### config.mk
export PLATFORM = sky130hd
export DESIGN_NAME = fpm_mul
export DESIGN_NICKNAME = d
export VERILOG_FILES = /design/src/rtl/fpm_pkg.sv /design/src/rtl/fpm_unpack.sv /design/src/rtl/fpm_expadd.sv /design/src/rtl/fpm_shiftadd.sv /design/src/rtl/fpm_mul.sv
export SDC_FILE = /design/constraint.sdc
export NUM_CORES = 1
export LEC_CHECK = 0
export ABC_AREA = 1
export CORE_ASPECT_RATIO = 0.6
export CORE_MARGIN = 4
export CORE_UTILIZATION = 32
export CTS_CLUSTER_DIAMETER = 50
export DETAILED_ROUTE_END_ITERATION = 16
export GPL_TIMING_DRIVEN = 1
export MAX_ROUTING_LAYER = met4
export SETUP_SLACK_MARGIN = 0.2
export SLEW_MARGIN = 0
export SYNTH_ARGS = -nofsm -noshare
export SYNTH_HDL_FRONTEND = slang
export SYNTH_SLANG_ARGS = --single-unit
### constraint.sdc
create_clock -name clk -period 5.9 [get_ports clk]
set_clock_uncertainty 0.1 [all_clocks]
set_input_delay 0.885 -clock clk [delete_from_list [all_inputs] [get_ports clk]]
set_output_delay 0.885 -clock clk [all_outputs]
set_load 0.01 [all_outputs]
### src/rtl/fpm_pkg.sv
package fpm_pkg;
  localparam int DEF_EXP_W  = 8;
  localparam int DEF_FRAC_W = 24;

  typedef enum logic [1:0] {
    PH_LOAD = 2'd0,
    PH_RUN  = 2'd1,
    PH_DONE = 2'd2
  } fpm_phase_e;
endpackage

### src/rtl/fpm_unpack.sv
module fpm_unpack #(
  parameter int EXP_W  = fpm_pkg::DEF_EXP_W,
  parameter int FRAC_W = fpm_pkg::DEF_FRAC_W,
  localparam int WORD_W = EXP_W + FRAC_W
) (
  input  logic [WORD_W-1:0] word,
  output logic [EXP_W-1:0]  expo,
  output logic [FRAC_W-1:0] mag,
  output logic              neg
);
  function automatic logic [FRAC_W-1:0] magnitude(input logic [FRAC_W-1:0] f);
    return f[FRAC_W-1] ? (~f + FRAC_W'(1)) : f;
  endfunction

  assign expo = word[WORD_W-1:FRAC_W];
  assign neg  = word[FRAC_W-1];
  assign mag  = magnitude(word[FRAC_W-1:0]);
endmodule

### src/rtl/fpm_expadd.sv
module fpm_expadd #(
  parameter int EXP_W = fpm_pkg::DEF_EXP_W
) (
  input  logic             clk,
  input  logic             clr,
  input  logic [EXP_W-1:0] exp_a,
  input  logic [EXP_W-1:0] exp_b,
  output logic [EXP_W-1:0] exp_sum,
  output logic             exp_fits
);
  function automatic logic [EXP_W:0] wide_sum(input logic [EXP_W-1:0] a,
                                               input logic [EXP_W-1:0] b);
    return {a[EXP_W-1], a} + {b[EXP_W-1], b};
  endfunction

  logic [EXP_W:0] sum_w;
  assign sum_w = wide_sum(exp_a, exp_b);

  always_ff @(posedge clk) begin
    if (clr) begin
      exp_sum  <= sum_w[EXP_W-1:0];
      exp_fits <= (sum_w[EXP_W] == sum_w[EXP_W-1]);
    end
  end


  exp_hold_chk: assert property (@(posedge clk) disable iff (clr)
    1'b1 |=> $stable(exp_sum) && $stable(exp_fits));
endmodule

### src/rtl/fpm_shiftadd.sv
module fpm_shiftadd #(
  parameter int FRAC_W = fpm_pkg::DEF_FRAC_W,
  localparam int PROD_W = 2 * FRAC_W,
  localparam int CW     = $clog2(FRAC_W + 1)
) (
  input  logic              clk,
  input  logic              clr,
  input  logic [FRAC_W-1:0] mag_a,
  input  logic [FRAC_W-1:0] mag_b,
  output logic [PROD_W-1:0] acc,
  output logic              fin,
  output logic [CW-1:0]     steps
);
  localparam logic [CW-1:0] STEP_MAX = CW'(FRAC_W);

  logic [PROD_W-1:0] mcand;
  logic [FRAC_W-1:0] mplier;
  logic              step_evt;
  logic              add_evt;

  assign fin      = (mplier == '0);
  assign step_evt = !clr && !fin;
  assign add_evt  = step_evt && mplier[0];

  always_ff @(posedge clk) begin
    if (clr) begin
      mcand  <= {{FRAC_W{1'b0}}, mag_a};
      mplier <= (mag_a == '0) ? '0 : mag_b;
      acc    <= '0;
      steps  <= '0;
    end else if (step_evt) begin
      if (add_evt) acc <= acc + mcand;
      mcand  <= mcand << 1;
      mplier <= mplier >> 1;
      steps  <= steps + CW'(1);
    end
  end


  start_clear_chk: assert property (@(posedge clk) disable iff (clr)
    $past(clr) |-> (steps == '0) && (acc == '0));


  step_bound_chk: assert property (@(posedge clk) disable iff (clr)
    !fin |-> steps < STEP_MAX);


  acc_monotone_chk: assert property (@(posedge clk) disable iff (clr)
    !fin |=> acc >= $past(acc));
endmodule

### src/rtl/fpm_mul.sv
module fpm_mul #(
  parameter int EXP_W  = fpm_pkg::DEF_EXP_W,
  parameter int FRAC_W = fpm_pkg::DEF_FRAC_W,
  localparam int WORD_W = EXP_W + FRAC_W,
  localparam int PROD_W = 2 * FRAC_W,
  localparam int OUT_W  = EXP_W + PROD_W,
  localparam int CW     = $clog2(FRAC_W + 1)
) (
  input  logic              clk,
  input  logic              clr,
  input  logic [WORD_W-1:0] op_a,
  input  logic [WORD_W-1:0] op_b,
  output logic [OUT_W-1:0]  product,
  output logic              done,
  output logic              exp_ok
);
  import fpm_pkg::*;

  logic [WORD_W-1:0] ops   [2];
  logic [EXP_W-1:0]  expos [2];
  logic [FRAC_W-1:0] mags  [2];
  logic              negs  [2];

  assign ops[0] = op_a;
  assign ops[1] = op_b;

  for (genvar g = 0; g < 2; g++) begin : g_unpack
    fpm_unpack #(.EXP_W(EXP_W), .FRAC_W(FRAC_W)) u_unpack (
      .word(ops[g]),
      .expo(expos[g]),
      .mag (mags[g]),
      .neg (negs[g])
    );
  end

  logic [EXP_W-1:0]  exp_sum;
  logic [PROD_W-1:0] acc;
  logic [CW-1:0]     steps;
  logic              fin;
  logic              flip_q;
  fpm_phase_e        phase;

  fpm_expadd #(.EXP_W(EXP_W)) u_exp (
    .clk     (clk),
    .clr     (clr),
    .exp_a   (expos[0]),
    .exp_b   (expos[1]),
    .exp_sum (exp_sum),
    .exp_fits(exp_ok)
  );

  fpm_shiftadd #(.FRAC_W(FRAC_W)) u_engine (
    .clk  (clk),
    .clr  (clr),
    .mag_a(mags[0]),
    .mag_b(mags[1]),
    .acc  (acc),
    .fin  (fin),
    .steps(steps)
  );

  always_ff @(posedge clk) begin
    if (clr) flip_q <= negs[0] ^ negs[1];
  end

  function automatic logic [PROD_W-1:0] apply_sign(input logic [PROD_W-1:0] m,
                                                   input logic flip);
    return flip ? (~m + PROD_W'(1)) : m;
  endfunction

  assign done    = fin;
  assign product = {exp_sum, apply_sign(acc, flip_q)};
  assign phase   = clr ? PH_LOAD : (fin ? PH_DONE : PH_RUN);


  result_hold_chk: assert property (@(posedge clk) disable iff (clr)
    phase == PH_DONE |=> phase == PH_DONE && $stable(product) && $stable(exp_ok));


  sign_match_chk: assert property (@(posedge clk) disable iff (clr)
    (done && acc != '0) |-> product[PROD_W-1] == flip_q);


  step_progress_chk: assert property (@(posedge clk) disable iff (clr)
    phase == PH_RUN |=> steps == $past(steps) + CW'(1));
endmodule

==> Word level (Yosys, flattened, before mapping) <==
Cells that the tools add are included.
{ "totals": {"register_bits": 130, "input_bits": 66, "output_inout_bits": 58, "word_cells": 33} }
{ "op_classes": {"add_sub_neg": 5, "eq_ne": 1, "muxes": 8, "bitwise": 4, "n_reduce_logical": 8} }
{ "op_table": {"columns": ["cell", "n"], "rows": [
  ["$mux 24", 7],
  ["$add 24x1->24 const B", 2],
  ["$add 48x1->48 const B", 1],
  ["$add 48x48->48", 1],
  ["$logic_not 24->1", 2],
  ["$mux 48", 1],
  ["$not 24->24", 2],
  ["$not 48->48", 1],
  ["$add 8x8->9", 1],
  ["$logic_and 1x1->1", 2],
  ["$logic_not 1->1", 2],
  ["$reduce_and 2->1", 1],
  ["$reduce_bool 2->1", 1],
  ["$eq 1x1->1", 1],
  ["$xor 1x1->1", 1]
]} }

==> Longest topological paths before layout <==
{ "logic_depth": {"word_depth": 6, "depth_mapped": 16, "depth_no_buf": 16} }

==> Hierarchy <==
A second synthesis with hierarchy kept.
{ "unflattened": {"hier_cells": 2141, "area_unflattened_um2": 12861.1} }
{ "modules_own_cells": {"columns": ["mod", "instances", "cells_per_inst", "area_per_inst_um2", "seq_area_each_um2"], "rows": [
  ["fpm_shiftadd", 1, 1416, 8913.5, 2982.9],
  ["fpm_mul", 1, 360, 1709.1, 30.0],
  ["fpm_unpack", 2, 144, 777.0, 0.0],
  ["fpm_expadd", 1, 77, 684.4, 270.3]
]} }

==> Least setup slack after synthesis <==
Ideal clock, no wire load.
{ "synth_timing": {"path_type": "in2reg", "startpoint": "input clr", "endpoint": "register u_engine.mcand[0] (enable)", "setup_ns": 0.431, "arrival_ns": 2.862, "t_required_ns": 5.369, "path_slack_ns": 2.507, "cell_stages": 4, "n_path_buf": 2, "path_cell_list": "clkbuf_1 inv_1 nand2_1 buf_1"} }
{ "synth_between": {"elab_chain_len": 3} }
{ "synth_lines": {"columns": ["item", "line", "rtl"], "rows": [
  ["from (decl)", "fpm_mul.sv:10", "input logic clr,"],
  ["$logic_not 1->1", "fpm_shiftadd.sv:22", "assign step_evt = !clr && !fin;"],
  ["$logic_and 1x1->1", "fpm_shiftadd.sv:22", null],
  ["$reduce_bool 2->1 (no source line) (*)", null, null],
  ["to (signal assigned)", "fpm_shiftadd.sv:27", "mcand <= {{FRAC_W{1'b0}}, mag_a};"],
  ["to (signal assigned)", "fpm_shiftadd.sv:33", "mcand <= mcand << 1;"],
  ["to (decl)", "fpm_shiftadd.sv:16", "logic [PROD_W-1:0] mcand;"]
]} }
Every way passes the cells marked *; elsewhere a longest branch is shown, timed or not.
A chain may end at the register's enable or synchronous reset.

==> Worst setup path after layout <==
{ "layout_timing": {"startpoint": "register u_engine.acc[1]", "endpoint": "output product[28]"} }
{ "layout_between": {"elab_chain_len": 3} }
{ "layout_lines": {"columns": ["item", "line", "rtl"], "rows": [
  ["from (decl)", "fpm_shiftadd.sv:10", "output logic [PROD_W-1:0] acc,"],
  ["from (signal assigned)", "fpm_shiftadd.sv:32", "if (add_evt) acc <= acc + mcand;"],
  ["$not 48->48", "fpm_mul.sv:68", "return flip ? (~m + PROD_W'(1)) : m;"],
  ["$add 48x1->48", "fpm_mul.sv:68", null],
  ["$mux 48", "fpm_mul.sv:68", null],
  ["to (decl)", "fpm_mul.sv:13", "output logic [OUT_W-1:0] product,"]
]} }
Every way passes these cells.

==> results.json <==
{
  "status": "finished, final reports clean",
  "n_fill_cell": 3754,
  "finalHoldViolCount": 0,
  "met2_usage_pct": 26.07,
  "place_congestion": 0.9704,
  "clkTransAtPathRegs_ns": 0.07,
  "synth_fp_nets": 1900,
  "ir_drop_v": 0.0001279,
  "die_h_um": 155.3,
  "viasPerCell": 5.124,
  "multi_input_area_mm2": 0.007287,
  "grtUsageMet3_pct": 6.633,
  "initialDrtViolationCount": 1289,
  "yosys.area_share.simple_pct": 33.92,
  "leakage_nw": 6.113,
  "startpoint_type": "flop",
  "synth_area_mm2": 0.01158,
  "avgRoutedWirePerCell_um": 17.36,
  "ctsHoldBuffers": 0,
  "path_max_fanout": 5,
  "path_class": "flop to primary output",
  "grt_pass1_vias": 11141,
  "fin_nets": 2000,
  "die_area_mm2": 0.03938,
  "postCtsResizedCells": 0,
  "ys.flop_type": "dfxtp_1",
  "arrival_ns": 3.08,
  "fin_crit_sh_pct": 68.82,
  "drc": 0,
  "synthAdderAreaFrac_pct": 6.723,
  "synth-edff-count": 58,
  "root_buffer": "clkbuf_16",
  "cts_tree": "built",
  "synth_top_cell_area_share_pct": 15.05,
  "power_density_mw_per_mm2": 273.6,
  "grt_start_max_net_pins": 77,
  "relSlewSlack_pct": 34.53,
  "synth-warning-count": 0,
  "synth.distinct_cells": 45,
  "setup_tns_ns": 0,
  "die_w_um": 253.5,
  "coreArea_mm2": 0.03535,
  "totalWireLength_um": 40840,
  "fmax_ghz": 0.2463,
  "final_max_slew_viol_count": 0,
  "grt-ovfl-total": 0,
  "port_buffers": 123,
  "synthMuxAreaShare_pct": 0,
  "yosys.area.top_type": "edfxtp_1",
  "busiest_layer": "met1",
  "dp.final_hpwl_um": 33180,
  "grt_pass1_wl_um": 62930,
  "rsz0062_at_grt": "no",
  "max_cap_viol_count": 0,
  "track_usage_pct": 21.22,
  "drt.antenna.violating_nets": 0,
  "setup_viol": 0,
  "synth_xor_xnor_area_share_pct": 6.204,
  "antennaDiodeCount": 0,
  "endpoint_kind": "primary output",
  "synth.area.top_cells": "edfxtp_1 15%, nand2_1 14%, dfxtp_1 12%, inv_1 7.5%, nand3_1 7.0%",
  "ys_seq_elements": 130,
  "worst_pin_slew_ns": 0.9806,
  "design_area_mm2": 0.01384,
  "synth_compound_area_share_pct": 16.04,
  "rows": 53,
  "hp-class": "flop to flop",
  "insertion_delay_ns": 0.45,
  "synth_top_family_by_area": "simple AND/OR/NAND/NOR gates",
  "syn_to_final_growth_pct": 19.54,
  "syn_avg_cell_area_um2": 6.529,
  "post-cts-setup-buffers": 0,
  "regArea_mm2": 0.003183,
  "cts_buffers": 17,
  "async_reset_ff_share_pct": 0,
  "ios": 124,
  "antenna_found_initial": 0,
  "finalWorstPathRequiredPeriod_ns": 4.060,
  "ys_seq_area_share_pct": 27.50,
  "placed_area_mm2": 0.01321,
  "drive_gt1_share_pct": 5.461,
  "first_pass_iters": 5,
  "vias": 12056,
  "htreeDepth": 4,
  "clockBufferDepth": 2,
  "worst_ep_required_time_ns": 4.91,
  "initial_core_util_pct": 32.75,
  "global_route.usage.met1_pct": 33.60,
  "syn_inst": 1773,
  "cts_num_sinks": 130
}
per-layer routing:
metal	vias up	share of wire (%)
met3	23	10
met4	0	0.58
met1	5528	53
met2	432	36
li1	6073	-
met5	-	0
kinds of logic after synthesis:
family                     count (synthesis)
and+or+nand+nor                          901
AOI/OAI and AO/OA                        316
buffers and inverters                    283
DFF                                      130
xor gates and xnor gates                  82
adders and majority gates                 61
where the power goes:
part	switching [W]	internal, W
registers	0.000151	0.00105
clock network	0.000458	0.000711
logic	0.000833	0.000584
total	0.00144	0.00234
path summary, 6_finish.rpt:
kind / start / end / slack, ns / cells after the start
setup / recovery: u_engine.acc[1] / product[28] / 1.84 / 13
hold / removal: u_engine.mcand[44] / u_engine.mcand[44] / 0.40 / 2
setup reg to reg: u_engine.mcand[2] / u_engine.acc[33] / 2.97 / 14
hold reg to reg: u_engine.mcand[44] / u_engine.mcand[44] / 0.40 / 2
cell type report:
class / count / area share, %
Clock buffer: 17 / 3.074
Clock inverter: 15 / 1.483
Inverter: 235 / 6.374
Multi-Input combinational cell: 1360 / 52.66
Sequential cell: 130 / 23.00
Tap cell: 467 / 4.222
Timing Repair Buffer: 129 / 9.186
Yosys cell counts (2+ instances only):
master	count
a21boi_0	2
nand2_2	8
edfxtp_1	58
o22ai_1	22
nand2_1	419
fa_1	2
ha_1	59
a21o_1	7
o21bai_2	20
nand3_1	163
nor2_2	7
o21bai_1	19
nand2_4	2
buf_1	6
nor4_1	13
nand3b_1	7
nor2_1	206
xor2_1	53
o21a_1	4
dfxtp_1	72
buf_6	4
or2_2	7
nor3_2	3
xnor2_1	29
and2_1	6
nand4_1	29
nor2_4	6
o31ai_1	2
o211ai_1	7
inv_1	230
a21oi_1	90
nor3_1	22
clkbuf_1	29
a31oi_1	8
o21ai_0	126
inv_2	4
buf_4	4
o21ai_1	7
buf_2	5
cell usage in the layout, fill, tap and decap left out, types with 3 or more instances in the layout:
| cell | synthesis | routed |
|---|---|---|
| inv_1 | 230 | 229 |
| nor2_4 | 6 | 6 |
| o21ai_1 | 7 | 7 |
| nor3_1 | 22 | 22 |
| nand3b_1 | 7 | 7 |
| bufinv_16 | 0 | 4 |
| inv_6 | 0 | 4 |
| dfxtp_1 | 72 | 72 |
| clkdlybuf4s50_1 | 0 | 122 |
| ha_1 | 59 | 59 |
| nor3_2 | 3 | 3 |
| nand4_1 | 29 | 29 |
| clkinv_4 | 0 | 3 |
| nor4_1 | 13 | 13 |
| inv_2 | 4 | 5 |
| xor2_1 | 53 | 53 |
| clkbuf_16 | 0 | 17 |
| o211ai_1 | 7 | 7 |
| o21bai_1 | 19 | 19 |
| o21ai_0 | 126 | 126 |
| and2_1 | 6 | 6 |
| o22ai_1 | 22 | 22 |
| nand2_2 | 8 | 9 |
| nand2_1 | 419 | 418 |
| buf_4 | 4 | 6 |
| nor2_2 | 7 | 7 |
| o21bai_2 | 20 | 20 |
| nand3_1 | 163 | 162 |
| a31oi_1 | 8 | 8 |
| xnor2_1 | 29 | 29 |
| edfxtp_1 | 58 | 58 |
| nor2_1 | 206 | 206 |
| or2_2 | 7 | 7 |
| a21oi_1 | 90 | 90 |
| o21a_1 | 4 | 4 |
| a21o_1 | 7 | 7 |
through the flow:
stage,setup slack [ns],hold slack (ns),total power [W],cells,util [%]
finish,1.840,0.3968,0.003786,2353,39.15
global route,1.492,0.4359,0.004001,2353,39.15
CTS,1.801,0.4009,0.003782,2353,39.15
detailed placement,2.107,0.3900,0.002608,2321,37.37
global placement,2.115,0.3897,0.002600,2321,37.37
floorplan,2.507,0.3622,0.002014,1773,-
sequential cells by signal (all words and copies together) (netlist names):
signal	flops
u_engine.acc	48
u_engine.mcand	48
u_engine.mplier	24
u_exp.exp_sum	8
flip_q	1
u_exp.exp_fits	1
critical path, stage by stage, from the launching register on:
cell             delay, ns
dfxtp_1               0.37
inv_1                 0.11
ha_1                  0.14
inv_1                 0.06
nor3_4                0.22
inv_2                 0.09
nor2_4                0.13
nand4_1               0.14
nor3_2                0.21
nand3_1               0.18
nand2_1               0.18
o21ai_1               0.10
xor2_1                0.15
clkdlybuf4s50_1       0.55
Power figures use the tool's default switching activity.
